`src/rtl/plg_pkg.sv`:
```
package plg_pkg;

    typedef enum logic [1:0] {
        ST_IDLE = 2'd0,
        ST_SEND = 2'd1,
        ST_GAP  = 2'd2
    } seq_st_e;

    typedef enum logic {
        MODE_COUNTED    = 1'b0,
        MODE_CONTINUOUS = 1'b1
    } run_mode_e;

    localparam int CTR_TX  = 0;
    localparam int CTR_RX  = 1;
    localparam int CTR_EL  = 2;
    localparam int NUM_CTR = 3;

endpackage

```
`src/rtl/plg_buffer.sv`:
```
module plg_buffer #(
    parameter int W     = 32,
    parameter int DEPTH = 16
) (
    input  logic                       clk,
    input  logic                       wr_en,
    input  logic [$clog2(DEPTH)-1:0]   wr_addr,
    input  logic [W-1:0]               wr_data,
    input  logic                       wr_last,
    input  logic [$clog2(DEPTH)-1:0]   rd_addr,
    output logic [W-1:0]               rd_data,
    output logic                       rd_last
);
    localparam int EW = W + 1;

    logic [EW-1:0] mem_q [DEPTH];

    // Storage array: no reset, written only through the load port
    always_ff @(posedge clk) begin
        if (wr_en) begin
            mem_q[wr_addr] <= {wr_last, wr_data};
        end
    end

    logic [EW-1:0] rd_entry;
    always_comb begin
        rd_entry = mem_q[rd_addr];
        rd_data  = rd_entry[W-1:0];
        rd_last  = rd_entry[EW-1];
    end

endmodule

```
`src/rtl/plg_ctr.sv`:
```
module plg_ctr #(
    parameter int CNTW = 32
) (
    input  logic            clk,
    input  logic            rst_n,
    input  logic            clr,
    input  logic            inc,
    output logic [CNTW-1:0] cnt
);
    logic [CNTW-1:0] cnt_d, cnt_q;

    always_comb begin
        cnt_d = cnt_q;
        if (clr) begin
            cnt_d = '0;
        end else if (inc) begin
            cnt_d = cnt_q + 1'b1;
        end
    end

    always_ff @(posedge clk) begin
        if (!rst_n) begin
            cnt_q <= '0;
        end else begin
            cnt_q <= cnt_d;
        end
    end

    assign cnt = cnt_q;

    AST_CTR_CLEARED: assert property (@(posedge clk) disable iff (!rst_n)
        clr |=> (cnt_q == '0));
    AST_CTR_FROZEN: assert property (@(posedge clk) disable iff (!rst_n)
        (!clr && !inc) |=> $stable(cnt_q));

endmodule

```
`src/rtl/plg_seq.sv`:
```
module plg_seq
    import plg_pkg::*;
#(
    parameter int DEPTH = 16,
    parameter int CW    = 16,
    parameter int GW    = 16
) (
    input  logic                       clk,
    input  logic                       rst_n,
    input  logic                       start,
    input  logic                       stop,
    input  run_mode_e                  mode,
    input  logic [CW-1:0]              cycles,
    input  logic [GW-1:0]              gap,
    input  logic [$clog2(DEPTH):0]     len,
    output logic [$clog2(DEPTH)-1:0]   rd_ptr,
    input  logic                       rd_last,
    input  logic                       tx_ready,
    output logic                       tx_valid,
    output logic                       tx_last,
    output logic                       tx_fire,
    output logic                       busy,
    output logic                       done,
    output logic                       run_start
);
    localparam int AW = $clog2(DEPTH);
    localparam logic [AW:0] LEN_MAX = (AW+1)'(DEPTH);

    typedef struct packed {
        seq_st_e       st;
        logic [AW-1:0] ptr;
        logic [AW:0]   len;
        run_mode_e     mode;
        logic [CW-1:0] left;
        logic [GW-1:0] gap;
        logic [GW-1:0] gcnt;
        logic          stop;
        logic          busy;
        logic          done;
    } seq_regs_t;

    seq_regs_t d, q;

    logic [AW:0] last_idx;
    logic        end_pass;
    logic        pkt_end;
    logic        stop_now;
    logic        fire;
    logic        finish;

    always_comb begin
        d         = q;
        d.done    = 1'b0;
        run_start = 1'b0;
        finish    = 1'b0;
        last_idx  = q.len - (AW+1)'(1);
        end_pass  = ({1'b0, q.ptr} == last_idx);
        pkt_end   = rd_last | end_pass;
        stop_now  = q.stop | stop;
        fire      = (q.st == ST_SEND) & tx_ready;

        unique case (q.st)
            ST_IDLE: begin
                if (start) begin
                    run_start = 1'b1;
                    if ((len == '0) || ((mode == MODE_COUNTED) && (cycles == '0))) begin
                        d.done = (mode == MODE_COUNTED);
                    end else begin
                        d.st   = ST_SEND;
                        d.ptr  = '0;
                        // lengths beyond the buffer are held to its depth
                        d.len  = (len > LEN_MAX) ? LEN_MAX : len;
                        d.mode = mode;
                        d.left = cycles;
                        d.gap  = gap;
                        d.stop = 1'b0;
                        d.busy = 1'b1;
                    end
                end
            end
            ST_SEND: begin
                if (stop) begin
                    d.stop = 1'b1;
                end
                if (fire) begin
                    if (end_pass) begin
                        d.ptr = '0;
                        if (q.mode == MODE_COUNTED) begin
                            d.left = q.left - CW'(1);
                        end
                        if ((q.mode == MODE_COUNTED) && (q.left == CW'(1))) begin
                            finish = 1'b1;
                            d.done = 1'b1;
                        end else if (stop_now) begin
                            finish = 1'b1;
                        end else if (q.gap != '0) begin
                            d.st   = ST_GAP;
                            d.gcnt = q.gap;
                        end
                    end else if (rd_last && stop_now) begin
                        finish = 1'b1;
                    end else begin
                        d.ptr = q.ptr + AW'(1);
                    end
                end
            end
            ST_GAP: begin
                if (stop_now) begin
                    finish = 1'b1;
                end else begin
                    d.gcnt = q.gcnt - GW'(1);
                    if (q.gcnt == GW'(1)) begin
                        d.st = ST_SEND;
                    end
                end
            end
            default: begin
                d.st = ST_IDLE;
            end
        endcase

        if (finish) begin
            d.st   = ST_IDLE;
            d.busy = 1'b0;
            d.stop = 1'b0;
        end
    end

    always_ff @(posedge clk) begin
        if (!rst_n) begin
            q <= '{st: ST_IDLE, mode: MODE_COUNTED, default: '0};
        end else begin
            q <= d;
        end
    end

    assign rd_ptr   = q.ptr;
    assign tx_valid = (q.st == ST_SEND);
    assign tx_last  = (q.st == ST_SEND) & pkt_end;
    assign tx_fire  = fire;
    assign busy     = q.busy;
    assign done     = q.done;

    AST_DONE_SINGLE: assert property (@(posedge clk) disable iff (!rst_n)
        done |=> !done);
    AST_GAP_HAS_PASSES: assert property (@(posedge clk) disable iff (!rst_n)
        (q.st == ST_GAP) |-> ((q.mode == MODE_CONTINUOUS) || (q.left != '0)));
    AST_END_AT_BOUNDARY: assert property (@(posedge clk) disable iff (!rst_n)
        $fell(q.busy) |-> ($past(q.st == ST_GAP) || $past(tx_valid && tx_ready && tx_last)));
    AST_NO_VALID_IDLE: assert property (@(posedge clk) disable iff (!rst_n)
        !q.busy |-> !tx_valid);

endmodule

```
`src/rtl/pkt_loop_gen.sv`:
```
module pkt_loop_gen
    import plg_pkg::*;
#(
    parameter int W     = 32,
    parameter int DEPTH = 16,
    parameter int CW    = 16,
    parameter int GW    = 16,
    parameter int CNTW  = 32
) (
    input  logic                       clk,
    input  logic                       rst_n,
    input  logic                       ctl_start,
    input  logic                       ctl_stop,
    input  logic                       ctl_mode,
    input  logic [CW-1:0]              ctl_cycles,
    input  logic [GW-1:0]              ctl_gap,
    input  logic [$clog2(DEPTH):0]     ctl_len,
    input  logic                       ctl_cnt_clr,
    input  logic                       buf_wr_en,
    input  logic [$clog2(DEPTH)-1:0]   buf_wr_addr,
    input  logic [W-1:0]               buf_wr_data,
    input  logic                       buf_wr_last,
    output logic                       tx_valid,
    input  logic                       tx_ready,
    output logic [W-1:0]               tx_data,
    output logic                       tx_last,
    input  logic                       cpl_strobe,
    output logic                       busy,
    output logic                       done,
    output logic [CNTW-1:0]            cnt_tx_pkts,
    output logic [CNTW-1:0]            cnt_rx_cpl,
    output logic [CNTW-1:0]            cnt_elapsed
);
    localparam int AW = $clog2(DEPTH);

    logic [AW-1:0]   rd_ptr;
    logic            rd_last;
    logic            fire;
    logic            run_start;
    logic            ctr_clr;
    logic [NUM_CTR-1:0] ctr_inc;
    logic [CNTW-1:0] ctr_val [NUM_CTR];

    plg_buffer #(.W(W), .DEPTH(DEPTH)) u_buf (
        .clk     (clk),
        .wr_en   (buf_wr_en),
        .wr_addr (buf_wr_addr),
        .wr_data (buf_wr_data),
        .wr_last (buf_wr_last),
        .rd_addr (rd_ptr),
        .rd_data (tx_data),
        .rd_last (rd_last)
    );

    plg_seq #(.DEPTH(DEPTH), .CW(CW), .GW(GW)) u_seq (
        .clk       (clk),
        .rst_n     (rst_n),
        .start     (ctl_start),
        .stop      (ctl_stop),
        .mode      (run_mode_e'(ctl_mode)),
        .cycles    (ctl_cycles),
        .gap       (ctl_gap),
        .len       (ctl_len),
        .rd_ptr    (rd_ptr),
        .rd_last   (rd_last),
        .tx_ready  (tx_ready),
        .tx_valid  (tx_valid),
        .tx_last   (tx_last),
        .tx_fire   (fire),
        .busy      (busy),
        .done      (done),
        .run_start (run_start)
    );

    always_comb begin
        ctr_clr         = run_start | ctl_cnt_clr;
        ctr_inc         = '0;
        ctr_inc[CTR_TX] = fire & tx_last;
        ctr_inc[CTR_RX] = cpl_strobe;
        ctr_inc[CTR_EL] = busy;
    end

    for (genvar i = 0; i < NUM_CTR; i++) begin : g_ctr
        plg_ctr #(.CNTW(CNTW)) u_ctr (
            .clk   (clk),
            .rst_n (rst_n),
            .clr   (ctr_clr),
            .inc   (ctr_inc[i]),
            .cnt   (ctr_val[i])
        );
    end

    assign cnt_tx_pkts = ctr_val[CTR_TX];
    assign cnt_rx_cpl  = ctr_val[CTR_RX];
    assign cnt_elapsed = ctr_val[CTR_EL];

    AST_TX_HOLD: assert property (@(posedge clk) disable iff (!rst_n)
        (tx_valid && !tx_ready && !buf_wr_en) |=>
            (tx_valid && $stable(tx_data) && $stable(tx_last)));
    AST_DONE_NOT_BUSY: assert property (@(posedge clk) disable iff (!rst_n)
        done |-> !busy);

endmodule

```
`config.mk`:
```
export PLATFORM = sky130hd
export DESIGN_NAME = pkt_loop_gen
export DESIGN_NICKNAME = d
export VERILOG_FILES = /design/src/rtl/plg_pkg.sv /design/src/rtl/plg_buffer.sv /design/src/rtl/plg_ctr.sv /design/src/rtl/plg_seq.sv /design/src/rtl/pkt_loop_gen.sv
export SDC_FILE = /design/constraint.sdc
export NUM_CORES = 1
export LEC_CHECK = 0
export BUFFER_PORTS_ARGS = -buffer_cell sky130_fd_sc_hd__buf_2
export CAP_MARGIN = 20
export CORE_ASPECT_RATIO = 1.4
export CORE_UTILIZATION = 60
export DETAILED_ROUTE_END_ITERATION = 7
export GPL_TIMING_DRIVEN = 0
export PLACE_DENSITY = 0.77
export SYNTH_ARGS = -nofsm -noshare
export SYNTH_HDL_FRONTEND = slang
export SYNTH_HIERARCHICAL = 1
export SYNTH_SLANG_ARGS = --single-unit
```
`constraint.sdc`:
```
create_clock -name clk -period 4 [get_ports clk]
set_input_delay 0.2 -clock clk [delete_from_list [all_inputs] [get_ports clk]]
set_output_delay 0.2 -clock clk [all_outputs]
set_load 0.005 [all_outputs]
```
==> results.sh <==
export IMPL_port_buffers=213
export IMPL_ios=215
export IMPL_cp_num_cells=16
export IMPL_grt_use_total_pct=29.6
export IMPL_skew_ns=0.0198
export IMPL_drt_first_pass_iters=6
export IMPL_rsz0062_at_grt="no"
export IMPL_synth_top_cell_area_share_pct=55.7
export IMPL_cts_inserted_buffers=66
export IMPL_gp_congestion=0.908
export IMPL_grt_busiest_layer="met2"
export IMPL_combPwrFrac_pct=6.6
export IMPL_crit_fanout=10
export IMPL_seqPwrFrac_pct=52.6
export IMPL_critPathKind="flip-flop to flip-flop"
export IMPL_layout_nets=2314
export IMPL_report_final_hold_viol_count=0
export IMPL_met1_usage_pct=34.8
export IMPL_yosys_most_used_dff="edfxtp_1"
export IMPL_p_int_uw=11700
export IMPL_hp_class="input port to flip-flop"
export IMPL_initial_core_util_pct=60.7
export IMPL_rows=94
export IMPL_synth_area_top_cells="edfxtp_1 (56%), dfxtp_1 (11%), mux4_2 (8.9%)"
export IMPL_met3_usage_pct=5.32
export IMPL_grt_pass1_vias=18800
export IMPL_die_w_um=186
export IMPL_finalCriticalPeriod_ns=3.80
export IMPL_crit_buf_inv=7
export IMPL_critPathLaunchType="flip-flop"
export IMPL_regToRegSetupSlack_ns=0.20
export IMPL_worstPathArrival_ns=4.32
export IMPL_path_cells="buf_4 -> buf_6 -> buf_12 -> buf_12 -> mux4_2 -> a22oi_1 -> nand2_1 -> inv_1 -> a21oi_2 -> and2_1 -> clkbuf_4 -> nand4_1 -> or3_1 -> buf_2 -> or4_2 -> a21oi_1"
export IMPL_use_met2_pct=52.4
export IMPL_end_kind="flip-flop"
export IMPL_drive_above_1_share_pct=25.0
export IMPL_p_sw_uw=3320
export IMPL_finalSetupViolCount=0
export IMPL_ant_nets=0
export IMPL_yosysSeqAreaShare_pct=66.9
export IMPL_area_delta_synth_final_pct=18.2
export IMPL_final_cell_mix="edfxtp_1 (528), buf_2 (226), dfxtp_1 (157)"
export IMPL_cts_tree="yes"
export IMPL_cap_violations=0
export IMPL_cts_sinks=687
export IMPL_die_h_um=260
export IMPL_clkTransAtPathRegs_ns=0.06
export IMPL_clock_path_buffers=3
export IMPL_endpoint="g_ctr[0].u_ctr/cnt[15]$_SDFFE_PP0P_"
export IMPL_critPathTopFamily="simple AND/OR/NAND/NOR gates"
export IMPL_r2r_start="u_seq/rd_ptr[0]$_SDFFE_PN0P_"
export IMPL_ys_seq_elements=687
export IMPL_routed_via_density=6.41
export IMPL_synth_cell_type_count=79
export IMPL_grt_first_pass_wirelength_um=105000
export IMPL_yosysWarnings=6
export IMPL_power_frac_clock_pct=40.8
export IMPL_power_leakage_uw=0.0111
export IMPL_wire_per_inst_um=24.7
export IMPL_antenna_found_initial=2
export IMPL_drv_slew=0
export IMPL_fin_crit_sh_pct=95.1
export IMPL_r2r_cells=16
export IMPL_synthCells=1847
export IMPL_routed_wl_um=71500
export IMPL_overflow=0
export IMPL_hpwl_um=45200
export IMPL_vias=18500
export IMPL_drt_iter0_drc=1551
export IMPL_synth_edff_count=528
export IMPL_crit_start="u_seq/rd_ptr[0]$_SDFFE_PN0P_"
export IMPL_clk_latency_ns=0.60
export IMPL_avgSynthCellArea_um2=15.4
export IMPL_synthArstFlopShare_pct=0
export IMPL_core_area_um2=46900
export IMPL_syn_nets=1942
export IMPL_synth_area_um2=28500
export IMPL_drc=0
export IMPL_dp_cells=2711
export IMPL_max_stage_delay_ns=0.61
export IMPL_dieArea_um2=48300
export IMPL_vdd_drop_max_mv=0.428
export IMPL_slew_headroom_pct=27.8
export IMPL_power_density_nw_per_um2=447
export IMPL_yosysTopAreaCell="edfxtp_1"
export IMPL_switching_share_pct=22.1
export IMPL_grt_max_degree=22
export IMPL_reg2reg_to="g_ctr[0].u_ctr/cnt[15]$_SDFFE_PP0P_"
export IMPL_path_common_cell="buf_12"
export IMPL_fmax_ghz=0.263
export IMPL_cpMaxStageDelayCell="or4_2"
export IMPL_cts_root_buf="clkbuf_16"
export IMPL_final_common_cell="edfxtp_1"
export IMPL_status="complete, no violations"
export IMPL_htreeDepth=3
export IMPL_finalSetupTns_ns=0
export IMPL_worstPathRequired_ns=4.52
export IMPL_stdcell_count=2895
export IMPL_tightest_slew_ns=1.08
## sequential cells by signal (all words and copies together) (netlist names)
signal and flops:
u_seq/done 1, u_buf/mem_q 528, u_seq/rd_ptr 4, g_ctr.u_ctr/cnt 96, u_seq/busy 1, u_seq/q 57
## metal layers
metal / vias up / share of wire, %
li1: 8183 / -
met1: 9214 / 35
met5: - / 0
met3: 190 / 8.1
met2: 957 / 52
met4: 0 / 4.1
## synth_stat cells, types with 15 or more instances
master    count
a21oi_1     103
a22oi_1      76
buf_2        19
clkbuf_1     52
dfxtp_1     159
edfxtp_1    528
inv_1        22
mux4_1       19
mux4_2      113
nand2_1     140
nand3_1      44
nand4_1      35
nor2_1       89
nor3_1       27
nor4_1       28
o21ai_0      34
o31ai_1      42
or3_1        15
or4_1        36
xnor2_1      32
xor2_1       18
## power by group through the flow
stage	combinational, uW	sequential, uW	clock (uW)
floorplan	592	8040	0
global placement	861	8060	0
detailed placement	917	8060	0
CTS	977	7910	6220
global route	1050	7930	6490
finish	986	7920	6140
## cells by family after synthesis
logic type,after synthesis,share of synthesized area [%]
buffers and inverters,120,2.38
AOI/OAI and AO/OA,330,7.98
DFF,687,66.9
muxes,143,11.1
adders and majority gates,12,0.527
xor gates and xnor gates,50,1.54
and+or+nand+nor,505,9.61
## per-stage QoR
stage | setup WS, ns | total power, uW | cell area (um^2) | utilization [%] | hold slack (ns)
6_report | 0.195 | 15000 | 33600 | 71.7 | 0.0254
5_1_grt | 0.00406 | 15500 | 33600 | 71.7 | 0.0340
4_1_cts | 0.0272 | 15100 | 33600 | 71.6 | 0.000911
3_5_place_dp | -0.363 | 8980 | 30800 | 65.7 | 0.447
3_3_place_gp | -1.86 | 8920 | 30300 | 64.6 | 0.441
2_1_floorplan | 0.550 | 8630 | 28500 | - | 0.299
## worst min-delay path, stage by stage
cell and delay (ns):
buf_2 0.09, a22oi_1 0.08, a211oi_2 0.20
## how the worst min path moves through the flow
| stage | start | endpoint | slack (ns) | cells after the start |
|---|---|---|---|---|
| 6_report | ctl_cycles[4] | u_seq/q[39]$_SDFFE_PN0P_ | 0.03 | 3 |
| 3_3_place_gp | ctl_gap[9] | u_seq/q[28]$_SDFFE_PN0P_ | 0.44 | 3 |
| 3_5_place_dp | ctl_gap[8] | u_seq/q[27]$_SDFFE_PN0P_ | 0.45 | 3 |
| 2_1_floorplan | buf_wr_data[0] | u_buf/mem_q[0][0]$_DFFE_PP_ | 0.30 | 0 |
| 4_1_cts | ctl_cycles[4] | u_seq/q[39]$_SDFFE_PN0P_ | 0.0009 | 3 |
| 5_1_grt | ctl_cycles[0] | u_seq/q[35]$_SDFFE_PN0P_ | 0.03 | 3 |
## cell type report
| class | count | area [um^2] |
|---|---|---|
| Clock buffer | 79 | 1780 |
| Inverter | 24 | 90.1 |
| Timing Repair Buffer | 305 | 2110 |
| Sequential cell | 687 | 19000 |
| Buffer | 95 | 618 |
| Multi-Input combinational cell | 1040 | 8870 |
| Clock inverter | 40 | 338 |
| Antenna cell | 1 | 2.50 |
| Fill cell | 2944 | 13300 |
| Tap cell | 624 | 781 |
## timing repair
action	in CTS	in global routing
setup endpoints to repair	19	12
gates resized for setup	6	11
pin swaps	0	3
buffers inserted	0	2
hold endpoints to repair	564	0
hold buffers	63	0
No activity file was read; power rests on OpenSTA's default activity.
